--- config.mk ---
export PLATFORM = sky130hd
export DESIGN_NAME = pulse_train_gen
export DESIGN_NICKNAME = d
export VERILOG_FILES = /design/src/rtl/pt_pkg.sv /design/src/rtl/pt_sync_edge.sv /design/src/rtl/pt_phase_cnt.sv /design/src/rtl/pt_pulse_cnt.sv /design/src/rtl/pulse_train_gen.sv
export SDC_FILE = /design/constraint.sdc
export NUM_CORES = 1
export LEC_CHECK = 0
export BUFFER_PORTS_ARGS = -buffer_cell sky130_fd_sc_hd__buf_2
export CORE_ASPECT_RATIO = 0.75
export CORE_UTILIZATION = 51
export CTS_CLUSTER_DIAMETER = 40
export DETAILED_ROUTE_END_ITERATION = 8
export PLACE_DENSITY = 0.88
export SLEW_MARGIN = 30
export SYNTH_ARGS = -nofsm -noshare
export SYNTH_HDL_FRONTEND = slang
export SYNTH_SLANG_ARGS = --single-unit
--- constraint.sdc ---
create_clock -name clk -period 4.4 [get_ports clk]
set_clock_uncertainty 0.15 [all_clocks]
set_input_delay 0.88 -clock clk [delete_from_list [all_inputs] [get_ports clk]]
set_output_delay 0.88 -clock clk [all_outputs]
set_load 0.005 [all_outputs]
--- src/rtl/pt_pkg.sv ---
package pt_pkg;
   typedef enum logic [1:0] {
      PT_IDLE  = 2'd0,
      PT_DELAY = 2'd1,
      PT_HIGH  = 2'd2,
      PT_LOW   = 2'd3
   } pt_state_e;
endpackage

--- src/rtl/pt_sync_edge.sv ---
// Multi-stage synchronizer followed by a selectable edge strobe.
module pt_sync_edge #(
   parameter int STAGES = 2
) (
   input  logic clk,
   input  logic rst_n,
   input  logic din,
   input  logic fall_sel,
   output logic stb
);
   logic [STAGES-1:0] chain;
   logic              last_q;

   if (STAGES < 2) begin : g_bad_stages
      $error("pt_sync_edge: STAGES must be at least 2");
   end

   for (genvar i = 0; i < STAGES; i++) begin : g_stage
      if (i == 0) begin : g_first
         always_ff @(posedge clk or negedge rst_n) begin
            if (!rst_n) chain[i] <= 1'b0;
            else        chain[i] <= din;
         end
      end else begin : g_next
         always_ff @(posedge clk or negedge rst_n) begin
            if (!rst_n) chain[i] <= 1'b0;
            else        chain[i] <= chain[i-1];
         end
      end
   end

   always_ff @(posedge clk or negedge rst_n) begin
      if (!rst_n) last_q <= 1'b0;
      else        last_q <= chain[STAGES-1];
   end

   assign stb = fall_sel ? (last_q & ~chain[STAGES-1])
                         : (~last_q & chain[STAGES-1]);
endmodule

--- src/rtl/pt_phase_cnt.sv ---
// Counts active source edges within one phase; hit fires on the last one.
module pt_phase_cnt #(
   parameter int W = 16
) (
   input  logic         clk,
   input  logic         rst_n,
   input  logic         clr,
   input  logic         step,
   input  logic [W-1:0] limit,
   output logic         hit,
   output logic [W-1:0] count
);
   logic [W-1:0] lim_eff;

   if (W < 1) begin : g_bad_width
      $error("pt_phase_cnt: W must be positive");
   end

   assign lim_eff = (limit == '0) ? W'(1) : limit;
   assign hit     = step && (count >= lim_eff - W'(1));

   always_ff @(posedge clk or negedge rst_n) begin
      if (!rst_n)    count <= '0;
      else if (clr)  count <= '0;
      else if (step) count <= hit ? '0 : count + W'(1);
   end
endmodule

--- src/rtl/pt_pulse_cnt.sv ---
// Tallies finished pulses of a train; last flags the final pulse.
module pt_pulse_cnt #(
   parameter int W = 16
) (
   input  logic         clk,
   input  logic         rst_n,
   input  logic         clr,
   input  logic         inc,
   input  logic [W-1:0] total,
   output logic         last,
   output logic [W-1:0] count
);
   logic [W-1:0] tot_eff;

   if (W < 1) begin : g_bad_width
      $error("pt_pulse_cnt: W must be positive");
   end

   assign tot_eff = (total == '0) ? W'(1) : total;
   assign last    = (count >= tot_eff - W'(1));

   always_ff @(posedge clk or negedge rst_n) begin
      if (!rst_n)   count <= '0;
      else if (clr) count <= '0;
      else if (inc) count <= count + W'(1);
   end
endmodule

--- src/rtl/pulse_train_gen.sv ---
module pulse_train_gen
   import pt_pkg::*;
#(
   parameter int CNT_W       = 16,
   parameter int PCNT_W      = 16,
   parameter int SYNC_STAGES = 2
) (
   input  logic              clk,
   input  logic              rst_n,
   input  logic              arm,
   input  logic              src_in,
   input  logic              gate_in,
   input  logic              cfg_src_fall,
   input  logic              cfg_delay_all,
   input  logic              cfg_train,
   input  logic [CNT_W-1:0]  delay_len,
   input  logic [CNT_W-1:0]  high_len,
   input  logic [CNT_W-1:0]  low_len,
   input  logic [PCNT_W-1:0] pulse_total,
   output logic              pulse_out,
   output logic              done
);
   if (CNT_W < 1 || PCNT_W < 1) begin : g_bad_widths
      $error("pulse_train_gen: counter widths must be positive");
   end

   pt_state_e          state, state_n;
   logic               src_stb, gate_stb;
   logic               first_used;
   logic               first_set;
   logic               finish;
   logic               pulse_inc;
   logic               phase_hit;
   logic [CNT_W-1:0]   phase_lim;
   logic [CNT_W-1:0]   phase_count;
   logic               pulse_last;
   logic [PCNT_W-1:0]  pulse_seen;
   logic               cnt_clr;

   pt_sync_edge #(.STAGES(SYNC_STAGES)) u_src_sync (
      .clk(clk), .rst_n(rst_n), .din(src_in),
      .fall_sel(cfg_src_fall), .stb(src_stb)
   );

   pt_sync_edge #(.STAGES(SYNC_STAGES)) u_gate_sync (
      .clk(clk), .rst_n(rst_n), .din(gate_in),
      .fall_sel(1'b0), .stb(gate_stb)
   );

   assign cnt_clr = !arm || (state == PT_IDLE);

   always_comb begin
      unique case (state)
         PT_DELAY: phase_lim = delay_len;
         PT_HIGH:  phase_lim = high_len;
         PT_LOW:   phase_lim = low_len;
         default:  phase_lim = delay_len;
      endcase
   end

   pt_phase_cnt #(.W(CNT_W)) u_phase (
      .clk(clk), .rst_n(rst_n), .clr(cnt_clr), .step(src_stb),
      .limit(phase_lim), .hit(phase_hit), .count(phase_count)
   );

   pt_pulse_cnt #(.W(PCNT_W)) u_pulses (
      .clk(clk), .rst_n(rst_n), .clr(cnt_clr), .inc(pulse_inc),
      .total(pulse_total), .last(pulse_last), .count(pulse_seen)
   );

   always_comb begin
      state_n   = state;
      finish    = 1'b0;
      pulse_inc = 1'b0;
      first_set = 1'b0;
      if (!arm) begin
         state_n = PT_IDLE;
      end else begin
         unique case (state)
            PT_IDLE: begin
               if (gate_stb) begin
                  first_set = 1'b1;
                  state_n   = (!first_used || cfg_delay_all) ? PT_DELAY : PT_HIGH;
               end
            end
            PT_DELAY: begin
               if (phase_hit) state_n = PT_HIGH;
            end
            PT_HIGH: begin
               if (phase_hit) begin
                  if (!cfg_train || pulse_last) begin
                     state_n = PT_IDLE;
                     finish  = 1'b1;
                  end else begin
                     state_n   = PT_LOW;
                     pulse_inc = 1'b1;
                  end
               end
            end
            PT_LOW: begin
               if (phase_hit) state_n = PT_HIGH;
            end
            default: state_n = PT_IDLE;
         endcase
      end
   end

   always_ff @(posedge clk or negedge rst_n) begin
      if (!rst_n) begin
         state      <= PT_IDLE;
         pulse_out  <= 1'b0;
         done       <= 1'b0;
         first_used <= 1'b0;
      end else begin
         state     <= state_n;
         pulse_out <= arm && (state_n == PT_HIGH);
         done      <= finish;
         if (!arm)           first_used <= 1'b0;
         else if (first_set) first_used <= 1'b1;
      end
   end
endmodule

[Word-level counts from Yosys, hierarchy flattened]
Cells that the tools add are included.
Cells by class
  add/subtract/negate cells: 4
  $lt $le $gt $ge: 2
  equality and inequality tests: 5
  multiplexer cells: 29
  bitwise logic cells: 6
  reduce and logical (&&, ||, !) cells: 14
Operator list (number)
  $mux W16: 7
  $add A16 B1 Y16 const B: 2
  $ge A16 B16 Y1: 2
  $logic_not A16 Y1: 2
  $pmux W16 S2: 1
  $sub A16 B1 Y16 const B: 2
  $mux W1: 14
  $mux W2: 6
  $eq A2 B2 Y1 const B: 3
  $pmux W2 S3: 1
  $reduce_bool A2 Y1: 2
  $and A1 B1 Y1: 3
  $logic_not A1 Y1: 3
  $logic_or A1 B1 Y1: 3
  $not A1 Y1: 3
  $eq A2 B1 Y1 const B: 1
  $logic_and A1 B1 Y1: 2
  $logic_not A2 Y1: 1
  $ne A2 B1 Y1 const B: 1
  $reduce_or A2 Y1: 1
Storage, ports and cells
  bits in registers: 43
  input bits: 72
  output and inout port bits: 2
  word-level logic and storage cells: 72

[Logic depth before layout (Yosys ltp)]
Gate-level depths: netlist (run 1).
  depth after elaboration: 12
  gate-level depth with buffers: 23
  mapped depth without buffers: 18

[By module]
A second synthesis (run 1) with hierarchy kept.
Unflattened totals
  cells, all modules: 432
  area, all modules: 3718.6 um^2
By module, submodules not included
  pt_phase_cnt: times used 1, cells each 182, area an instance 1530.2 um^2, sequential area each 400.4 um^2
  pt_pulse_cnt: times used 1, cells each 159, area an instance 1402.6 um^2, sequential area each 400.4 um^2
  pulse_train_gen: times used 1, cells each 79, area an instance 590.6 um^2, sequential area each 125.1 um^2
  pt_sync_edge: times used 2, cells each 6, area an instance 97.6 um^2, sequential area each 75.1 um^2

[Worst setup path before layout (run 1)]
OpenSTA, ideal clock, no wires.
  kind: input-to-reg
  from: in high_len[5]
  to: reg state[0]
  setup time: 0.119 ns
  arrival time: 4.576 ns
  data required time: 4.131 ns
  setup slack: -0.445 ns
  stages on the path: 18
  buffers on the path: 1
  cell sequence: mux2_4 -> mux2i_1 -> nand2_1 -> nor4b_4 -> a21oi_1 -> ha_1 -> o211ai_1 -> nor3_1 -> nand4b_1 -> nor2_1 -> xnor2_1 -> ha_1 -> and4_1 -> a21oi_1 -> a2bb2oi_1 -> clkbuf_1 -> nor3_1 -> o21a_1
On the way
  cells in the longest elaborated chain, start to end: 9
  elaborated cells on any way between the ends: 10
  those cells by class: add/sub (1); order compare (1); mux (6); reduce/logical (2)
Ends and longest elaborated chain
  start: declaration: RTL line pulse_train_gen.sv:17  | input logic [CNT_W-1:0] high_len,
  $pmux W16 S2 *: RTL line pulse_train_gen.sv:53  | unique case (state)
  $logic_not A16 Y1: RTL line pt_phase_cnt.sv:19  | assign lim_eff = (limit == '0) ? W'(1) : limit;
  $mux W16 *: RTL line pt_phase_cnt.sv:19
  $sub A16 B1 Y16 *: RTL line pt_phase_cnt.sv:20  | assign hit = step && (count >= lim_eff - W'(1));
  $ge A16 B16 Y1 *: RTL line pt_phase_cnt.sv:20
  $logic_and A1 B1 Y1 *: RTL line pt_phase_cnt.sv:20
  $mux W2, on equally long branches: RTL line pulse_train_gen.sv:87, pulse_train_gen.sv:101, pulse_train_gen.sv:90
  $pmux W2 S3 *: RTL line pulse_train_gen.sv:79  | unique case (state)
  $mux W2 *: RTL line pulse_train_gen.sv:76  | if (!arm) begin
  net state_n[0]: RTL line pulse_train_gen.sv:27  | pt_state_e state, state_n;
  end signal: assignment: RTL line pulse_train_gen.sv:115  | state <= state_n;
  end: declaration: RTL line pulse_train_gen.sv:27
The timed path passes the listed nets; every way through them passes the cells marked *.
A chain may end at the register's enable or synchronous reset.

[Final worst setup path (run 1)]
  from: reg state[0]
  to: reg u_pulses.count[1]
On the way
  cells in the longest elaborated chain, start to end: 11
  elaborated cells on any way between the ends: 15
  those cells by class: add/sub (1); order compare (1); eq/ne (2); mux (6); reduce/logical (5)
Ends and longest elaborated chain
  $eq A2 B2 Y1, on equally long branches: RTL line pulse_train_gen.sv:53, pulse_train_gen.sv:79
  $pmux W16 S2: RTL line pulse_train_gen.sv:53
  $logic_not A16 Y1: RTL line pt_phase_cnt.sv:19
  $mux W16: RTL line pt_phase_cnt.sv:19
  $sub A16 B1 Y16: RTL line pt_phase_cnt.sv:20
  $ge A16 B16 Y1: RTL line pt_phase_cnt.sv:20
  $logic_and A1 B1 Y1: RTL line pt_phase_cnt.sv:20
  $mux W1: RTL line pulse_train_gen.sv:90  | if (phase_hit) begin
  $mux W1: RTL line pulse_train_gen.sv:79
  $mux W1: RTL line pulse_train_gen.sv:76
  $reduce_bool A2 Y1 (no line)
  end signal: assignment: RTL line pt_pulse_cnt.sv:25  | else if (inc) count <= count + W'(1);
  end: declaration: RTL line pt_pulse_cnt.sv:11  | output logic [W-1:0] count
Several ways; a longest one is shown, not always the timed one.

==> results of run 1 <==
path summary, 6_finish.rpt:
path | start | end | slack [ns] | cells past startpoint
worst max-delay path | state[0] | u_pulses.count[1] | -0.42 | 19
max in group asynchronous | rst_n | state[0] | 3.25 | 1
worst max register to register | state[0] | u_pulses.count[1] | -0.42 | 19
min in group asynchronous | rst_n | u_pulses.count[10] | 0.42 | 1
worst min-delay path | u_src_sync.chain[0] | u_src_sync.chain[1] | 0.21 | 0
worst min register to register | u_src_sync.chain[0] | u_src_sync.chain[1] | 0.21 | 0
per-layer routing:
layer  vias up  share of wire (%)  GRT usage, %
met4         0                6.9         7.324
met1      2102                 36         38.77
li1       1942                  -             -
met3       122                 13         6.126
met5         -                  0             0
met2       402                 44         47.80
power groups by stage:
stage,clock [uW],combinational [uW],sequential (uW)
after floorplan,0,119,409
after global placement,0,203,410
after detailed placement,0,215,410
after CTS,317,224,403
after global routing,331,290,405
final,318,274,404
cells by family (layout without fill, tap and decap cells):
| family | Yosys count | count (layout) | synth area share [%] |
|---|---|---|---|
| fa+ha+maj | 36 | 36 | 11.56 |
| simple gates | 199 | 199 | 26.82 |
| buf+inv | 22 | 147 | 2.956 |
| compound gates | 82 | 83 | 14.39 |
| flops | 43 | 43 | 27.63 |
| mux | 31 | 31 | 8.994 |
| xor+xnor | 34 | 34 | 7.645 |
per-stage QoR:
stage | TNS (ns) | hold slack (ns) | total power [uW] | instances
5_1_grt | -18.05 | 0.2342 | 1026 | 674
2_1_floorplan | -0.3718 | 0.1812 | 528.5 | 447
4_1_cts | 0 | 0.2103 | 942.8 | 663
3_5_place_dp | -9.863 | 0.1904 | 625.2 | 655
6_report | -9.282 | 0.2083 | 996.6 | 674
3_3_place_gp | -4.793 | 0.1817 | 612.9 | 655
worst max-delay path: cells and delay by family, from the launching register on:
family          cells  cell delay [ns]
fa+ha+maj           2             0.50
flops               1             0.51
compound gates      6             1.51
buf+inv             2             0.40
simple gates        7             1.28
mux                 1             0.18
xor+xnor            1             0.24
cell type report:
class / count / area share (%)
well taps: 101 / 2.324
multi-input cells: 383 / 58.86
clock buffers: 5 / 1.266
repair buffers: 133 / 16.57
flip-flops and latches: 43 / 19.81
inverters: 7 / 0.4832
clock inverters: 2 / 0.6903
cell usage after synthesis, types with 7 or more instances:
| master | instances | area, um^2 |
|---|---|---|
| a21oi_1 | 22 | 110.1 |
| xnor2_1 | 19 | 166.4 |
| nand2b_1 | 14 | 87.58 |
| nand2_1 | 43 | 161.4 |
| mux2i_1 | 20 | 200.2 |
| nor3_1 | 11 | 55.05 |
| nor4_1 | 8 | 50.05 |
| nor2_1 | 49 | 183.9 |
| o21ai_0 | 12 | 60.06 |
| nand3_1 | 23 | 115.1 |
| inv_1 | 7 | 26.28 |
| clkbuf_1 | 8 | 30.03 |
| dfrtp_1 | 43 | 1076 |
| nand4_1 | 14 | 87.58 |
| xor2_1 | 15 | 131.4 |
| ha_1 | 36 | 450.4 |
registers in the layout, indices dropped and copies added, names as in the netlist:
name and cells:
u_phase.count 16, u_pulses.count 16, state 2, u_gate_sync.chain 2, u_src_sync.chain 2, done 1, first_used 1, pulse_out 1
u_gate_sync.last_q 1, u_src_sync.last_q 1
repair_timing:
item,CTS,global route
gates cloned,0,3
resized for setup,10,52
setup buffers,1,8
pin swaps,4,30
setup endpoints to repair,11,35
==> summary.txt, run 1 <==
Status
  • Status: complete, but fails checks
  • Failing checks: setup timing

Power and ir drop
  • Switching portion of total power: 30.59%
  • P_sw: 304.8 uW
  • Power share of the clock group: 31.9%
  • Peak VDD IR: 135.0 uV
  • Combinational power share: 27.5%
  • Cell Int Power: roughly 690 uW
  • Leakage Power: ~0.0023 uW
  • Sequential Power Share: 40.6%
  • Pwr Density: 183.3 nW/um^2

CTS
  • Worst-Skew Late Latency: roughly 0.31 ns
  • Num CTS Buffers: 5
  • Clk sinks: 43
  • Clock slew at reported path FFs: around 0.090 ns
  • Hold_buf cts: 0
  • H-Tree Depth: 2
  • CTS Buffer Depth: 2
  • Root buffer cell: clkbuf_8
  • CTS tree: built

Setup path
  • CP Class: register to register
  • Critical Path AT: 4.91 ns
  • Crit path max fanout: 5
  • Max stage delay cell, worst path: dfrtp_2
  • Setup crit start kind: register
  • CP Cell Sequence: clkbuf_16 > mux2i_1 > a21o_1 > nand2_2 > nor2_4 > a21oi_2 > ha_2 > o211ai_1 > nor3_4 > nand4b_1 > nor2_1 > xor2_1 > ha_1 > and4_4 > a21oi_4 > a2bb2oi_2 > buf_4 > o2111ai_1 > nand3_1
  • Capturing element type of the critical path: register
  • Worst Path Required: 4.50 ns
  • Slowest stage delay, CP: 0.51 ns

Timing
  • RSZ-0062 raised after global routing: true
  • Final setup violation count: 36
  • Max Fclk: 207.6 MHz
  • Worst slew pin tran: 0.9698 ns
  • Rel. slew slack: between 30 and 40%
  • Crit path time final: 4.816 ns
  • Final WS setup: -0.4163 ns
  • Pins Over Slew Limit: 0
  • Final worst path period share: 109.5%
  • Count of final hold-check violations: 0

Yosys
  • EDFF count, synth: 0
  • Sequential element share of the synthesized area: 27.63%
  • Unique masters post-synth: 61
  • Synthesized instance count: 447
  • Avg Cell Area, Syn: 8.714 um^2
  • Synth Flop Type: dfrtp_1
  • Yosys reg bits: 43
  • Ys Warns: 0
  • Async SR Flop Fraction: 100.0%
  • Post-Syn Nets: 555
  • Mapped cell area: 3895 um^2

Drt
  • Post-DRT Antenna Nets: 0
  • Vias per std cell: 6.777
  • WL final: 15,170 um
  • DR vias: 4,568
  • Pre-antenna DRT Iters: 5
  • Routed length per instance: 22.50 um
  • Initial detailed-routing violation count: 534
  • DRC viols: 0

Placed design
  • Detailed placer's ending HPWL: between 8000 and 9000 um
  • Pre-CTS WS: -0.3954 ns
  • GP Congestion: 0.8848
  • Post-placement cell area: 4858 um^2
  • Port bufs: 73

Die
  • Initial Utilization: 52.89%
  • Die area: 7995 um^2
  • Core area: 7365 um^2
  • Site Rows: 27
  • I/O pins: 74
  • Die width: approximately 100 um
  • Die Ht: 77.69 um

GRT
  • Global-route wire length before repair: around 18,000 um
  • Largest net degree at the start of global routing: 44
  • Remaining global-route overflow: 0
  • Initial antenna violation count: 0
  • Vias in the first global route: between 3k and 4k
  • GRT Resource Usage Total: 29.10%

Cells and area
  • Most common cell after layout, fill and taps aside: buf_2
  • Most frequent cells in the layout: buf_2, buf_4, nor2_1
  • Area Growth Syn to Fin: 39.61%
  • Layout cells sized above 1: 37.52%
  • NumNets Final: 681
  • Area of the multi-input gates: 3201 um^2
  • Core Util, Final: roughly 74%
  • Final Cell Area: between 5000 and 6000 um^2
  • Sequential cell area: ~1100 um^2
  • Antenna diodes: 0
  • Filler Cell Count: between 400 and 500

Job
  • Maxcap violations: 0

Min path
  • HP Class: register to register
No activity file was read; power rests on OpenSTA's default activity.
==> run 2, diff against run 1 <==
--- a/config.mk
+++ b/config.mk
@@ -7,6 +7,7 @@
 export LEC_CHECK = 0
 export BUFFER_PORTS_ARGS = -buffer_cell sky130_fd_sc_hd__buf_2
 export CORE_ASPECT_RATIO = 0.75
+export CORE_MARGIN = 5
 export CORE_UTILIZATION = 51
 export CTS_CLUSTER_DIAMETER = 40
 export DETAILED_ROUTE_END_ITERATION = 8
==> constraint.sdc (replaced) <==
create_clock -name clk -period 4.4 [get_ports clk]
set_clock_uncertainty 0.15 [all_clocks]
set_input_delay 0.44 -clock clk [delete_from_list [all_inputs] [get_ports clk]]
set_output_delay 0.44 -clock clk [all_outputs]
set_load 0.005 [all_outputs]
==> run 2 against run 1 <==
- the flow still finishes with violations (setup timing)
- worst setup slack improved by 0.067 ns
- via count decreased by 0.74%
- combinational power decreased by 8.4%
- fmax increased by 1.4%
- hold slack got worse by 0.11 ns
- non-clock buffer count decreased by 5
- sequential share of layout area increased by 0.66 points
==> summary.txt, run 2 (synthesized netlist as in run 1, its figures left out) <==
Drt
  • Post-DRT Antenna Nets: 0 (unchanged)
  • Vias per std cell: 6.767 (was 6.777)
  • Initial detailed-routing violation count: 691 (was 534)
  • Routed length per instance: 22.08 um (was 22.50 um)
  • DRC viols: 0 (unchanged)
  • Pre-antenna DRT Iters: 6 (was 5)
  • DR vias: 4,534 (was 4,568)
  • WL final: 14,800 um (was 15,170 um)

Timing
  • Max Fclk: 210.6 MHz (was 207.6 MHz)
  • RSZ-0062 raised after global routing: true (unchanged)
  • Final setup violation count: 36 (unchanged)
  • Final worst path period share: 107.9% (was 109.5%)
  • Pins Over Slew Limit: 0 (unchanged)
  • Crit path time final: 4.749 ns (was 4.816 ns)
  • Final WS setup: -0.3493 ns (was -0.4163 ns)
  • Worst slew pin tran: 0.9982 ns (was 0.9698 ns)
  • Count of final hold-check violations: 0 (unchanged)
  • Rel. slew slack: 33.45% (was 35.35%)

Min path
  • HP Class: input port to register (was register to register)

Job
  • Maxcap violations: 0 (unchanged)

Setup path
  • Worst Path Required: 4.42 ns (was 4.50 ns)
  • CP Class: register to register (unchanged)
  • Setup crit start kind: register (unchanged)
  • Crit path max fanout: 6 (was 5)
  • R2R Setup Slk: -0.35 ns (was -0.42 ns)
  • Critical Path AT: 4.77 ns (was 4.91 ns)
  • Capturing element type of the critical path: register (unchanged)

Die
  • Core area: 7398 um^2 (was 7365 um^2)
  • I/O pins: 74 (unchanged)
  • Die width: 110.9 um (was 102.9 um)
  • Initial Utilization: 52.65% (was 52.89%)
  • Die Ht: 85.69 um (was 77.69 um)
  • Die area: 9503 um^2 (was 7995 um^2)
  • Site Rows: 27 (unchanged)

Placed design
  • Detailed placer's ending HPWL: 8748 um (was 8617 um)
  • Port bufs: 73 (unchanged)
  • Post-placement cell area: 4648 um^2 (was 4858 um^2)
  • Dpl cells: 648 (was 655)
  • GP Congestion: 0.9080 (was 0.8848)

Cells and area
  • Final Cell Area: 5261 um^2 (was 5438 um^2)
  • Most frequent cells in the layout: buf_2, buf_4, dfrtp_1 (was buf_2, buf_4, nor2_1)
  • Area Growth Syn to Fin: 35.08% (was 39.61%)
  • NumNets Final: 676 (was 681)
  • Antenna diodes: 0 (unchanged)
  • Layout cells sized above 1: 36.03% (was 37.52%)
  • Top flop regs: u_phase.count (16), u_pulses.count (16) (unchanged)
  • Final non-filler cell total: 670 (was 674)
  • Most common cell after layout, fill and taps aside: buf_2 (unchanged)

CTS
  • Clk sinks: 43 (unchanged)
  • Root buffer cell: clkbuf_8 (unchanged)
  • Worst-Skew Late Latency: 0.31 ns (about the same)
  • CTS tree: built (unchanged)
  • CTS Buffer Depth: 2 (unchanged)
  • H-Tree Depth: 2 (unchanged)
  • Clock slew at reported path FFs: 0.09 ns (about the same)
  • Num CTS Buffers: 5 (unchanged)

Status
  • Failing checks: setup timing (unchanged)
  • Status: complete, but fails checks (unchanged)

Power and ir drop
  • Leakage Power: 0.002297 uW (was 0.002341 uW)
  • Pwr Density: 180.7 nW/um^2 (was 183.3 nW/um^2)
  • Peak VDD IR: 177.5 uV (was 135.0 uV)

GRT
  • GRT Resource Usage Total: 23.59% (was 29.10%)
  • Vias in the first global route: 3,968 (was 3,871)
  • Initial antenna violation count: 0 (unchanged)
  • Largest net degree at the start of global routing: 44 (unchanged)
  • Remaining global-route overflow: 0 (unchanged)
  • Global-route wire length before repair: 18,600 um (was 17,970 um)
==> run 2: cell count changes in the layout (fill, tap and decap cells not counted), sizes merged <==
cell         change
bufinv           -1
dlygate4sd3      +1
clkbuf           +1
buf              -5
==> run 2: stage by stage <==
| stage | setup TNS (ns) | setup slack (ns) | util, % | power (uW) | hold WS (ns) |
|---|---|---|---|---|---|
| final | -8.912 | -0.3493 | 71.11 | 950.7 | 0.09430 |
| after global routing | -12.81 | -0.4822 | 71.11 | 987.8 | 0.08064 |
| after CTS | -0.01755 | -0.009237 | 65.38 | 896.1 | 0.002843 |
| after detailed placement | -2.968 | -0.2050 | 62.83 | 610.3 | 0.1847 |
| after global placement | -0.2499 | -0.04062 | 62.79 | 600.2 | 0.1848 |
| after floorplan | -0.01723 | -0.001723 | - | 517.3 | -0.005591 |
==> run 2: layout make-up <==
cell class | instances | area, um^2
multi-input combinational | 383 | 3080
fill | 483 | 2137
sequential | 43 | 1077
timing repair buffer | 128 | 847.1
tap | 101 | 126.4
clock buffer | 7 | 96.34
inverter | 7 | 26.28
clock inverter | 1 | 7.507
==> run 2: worst paths after layout <==
kind,depth (start not counted),from,end
hold / removal,1,src_in,u_src_sync.chain[0]
setup reg to reg,20,state[0],u_phase.count[14]
min in group asynchronous,2,rst_n,u_phase.count[14]
setup / recovery,20,state[0],u_phase.count[14]
max in group asynchronous,2,rst_n,state[0]
hold reg to reg,0,u_src_sync.chain[0],u_src_sync.chain[1]
==> run 2: power breakdown <==
part | internal, uW | total, uW | switching (uW)
logic | 116 | 251 | 136
clock network | 143 | 295 | 152
registers | 400 | 404 | 4.33
==> run 2: worst max-delay path, cell delays in order, from the launching register on <==
cell,delay [ns]
dfrtp_2,0.48
buf_6,0.15
mux2_4,0.29
mux2i_2,0.19
nand4_1,0.25
nor4b_4,0.44
a21oi_2,0.12
ha_2,0.20
o211ai_1,0.14
nor3_2,0.12
nand4b_1,0.19
buf_4,0.17
xnor2_2,0.09
ha_1,0.32
nand2_1,0.07
o21ai_2,0.23
a21oi_4,0.11
buf_4,0.16
a2bb2oi_4,0.17
and4_1,0.19
or3_1,0.36
==> run 2: what timing repair did <==
item / 4_1_cts / 5_1_grt
pin swaps: 1 / 32
hold buffers: 0 / 1
buffers inserted: 2 / 8
hold endpoints to repair: 0 / 1
resized for setup: 15 / 66
gates cloned: 0 / 3
setup endpoints to repair: 29 / 36
==> run 2: metal layers <==
layer	global-route usage [%]	vias up	share of wire [%]
met5	0	-	0
met4	4.698	0	7.2
met3	5.571	122	11
met2	40.53	373	46
met1	30.68	2127	36
li1	-	1912	-
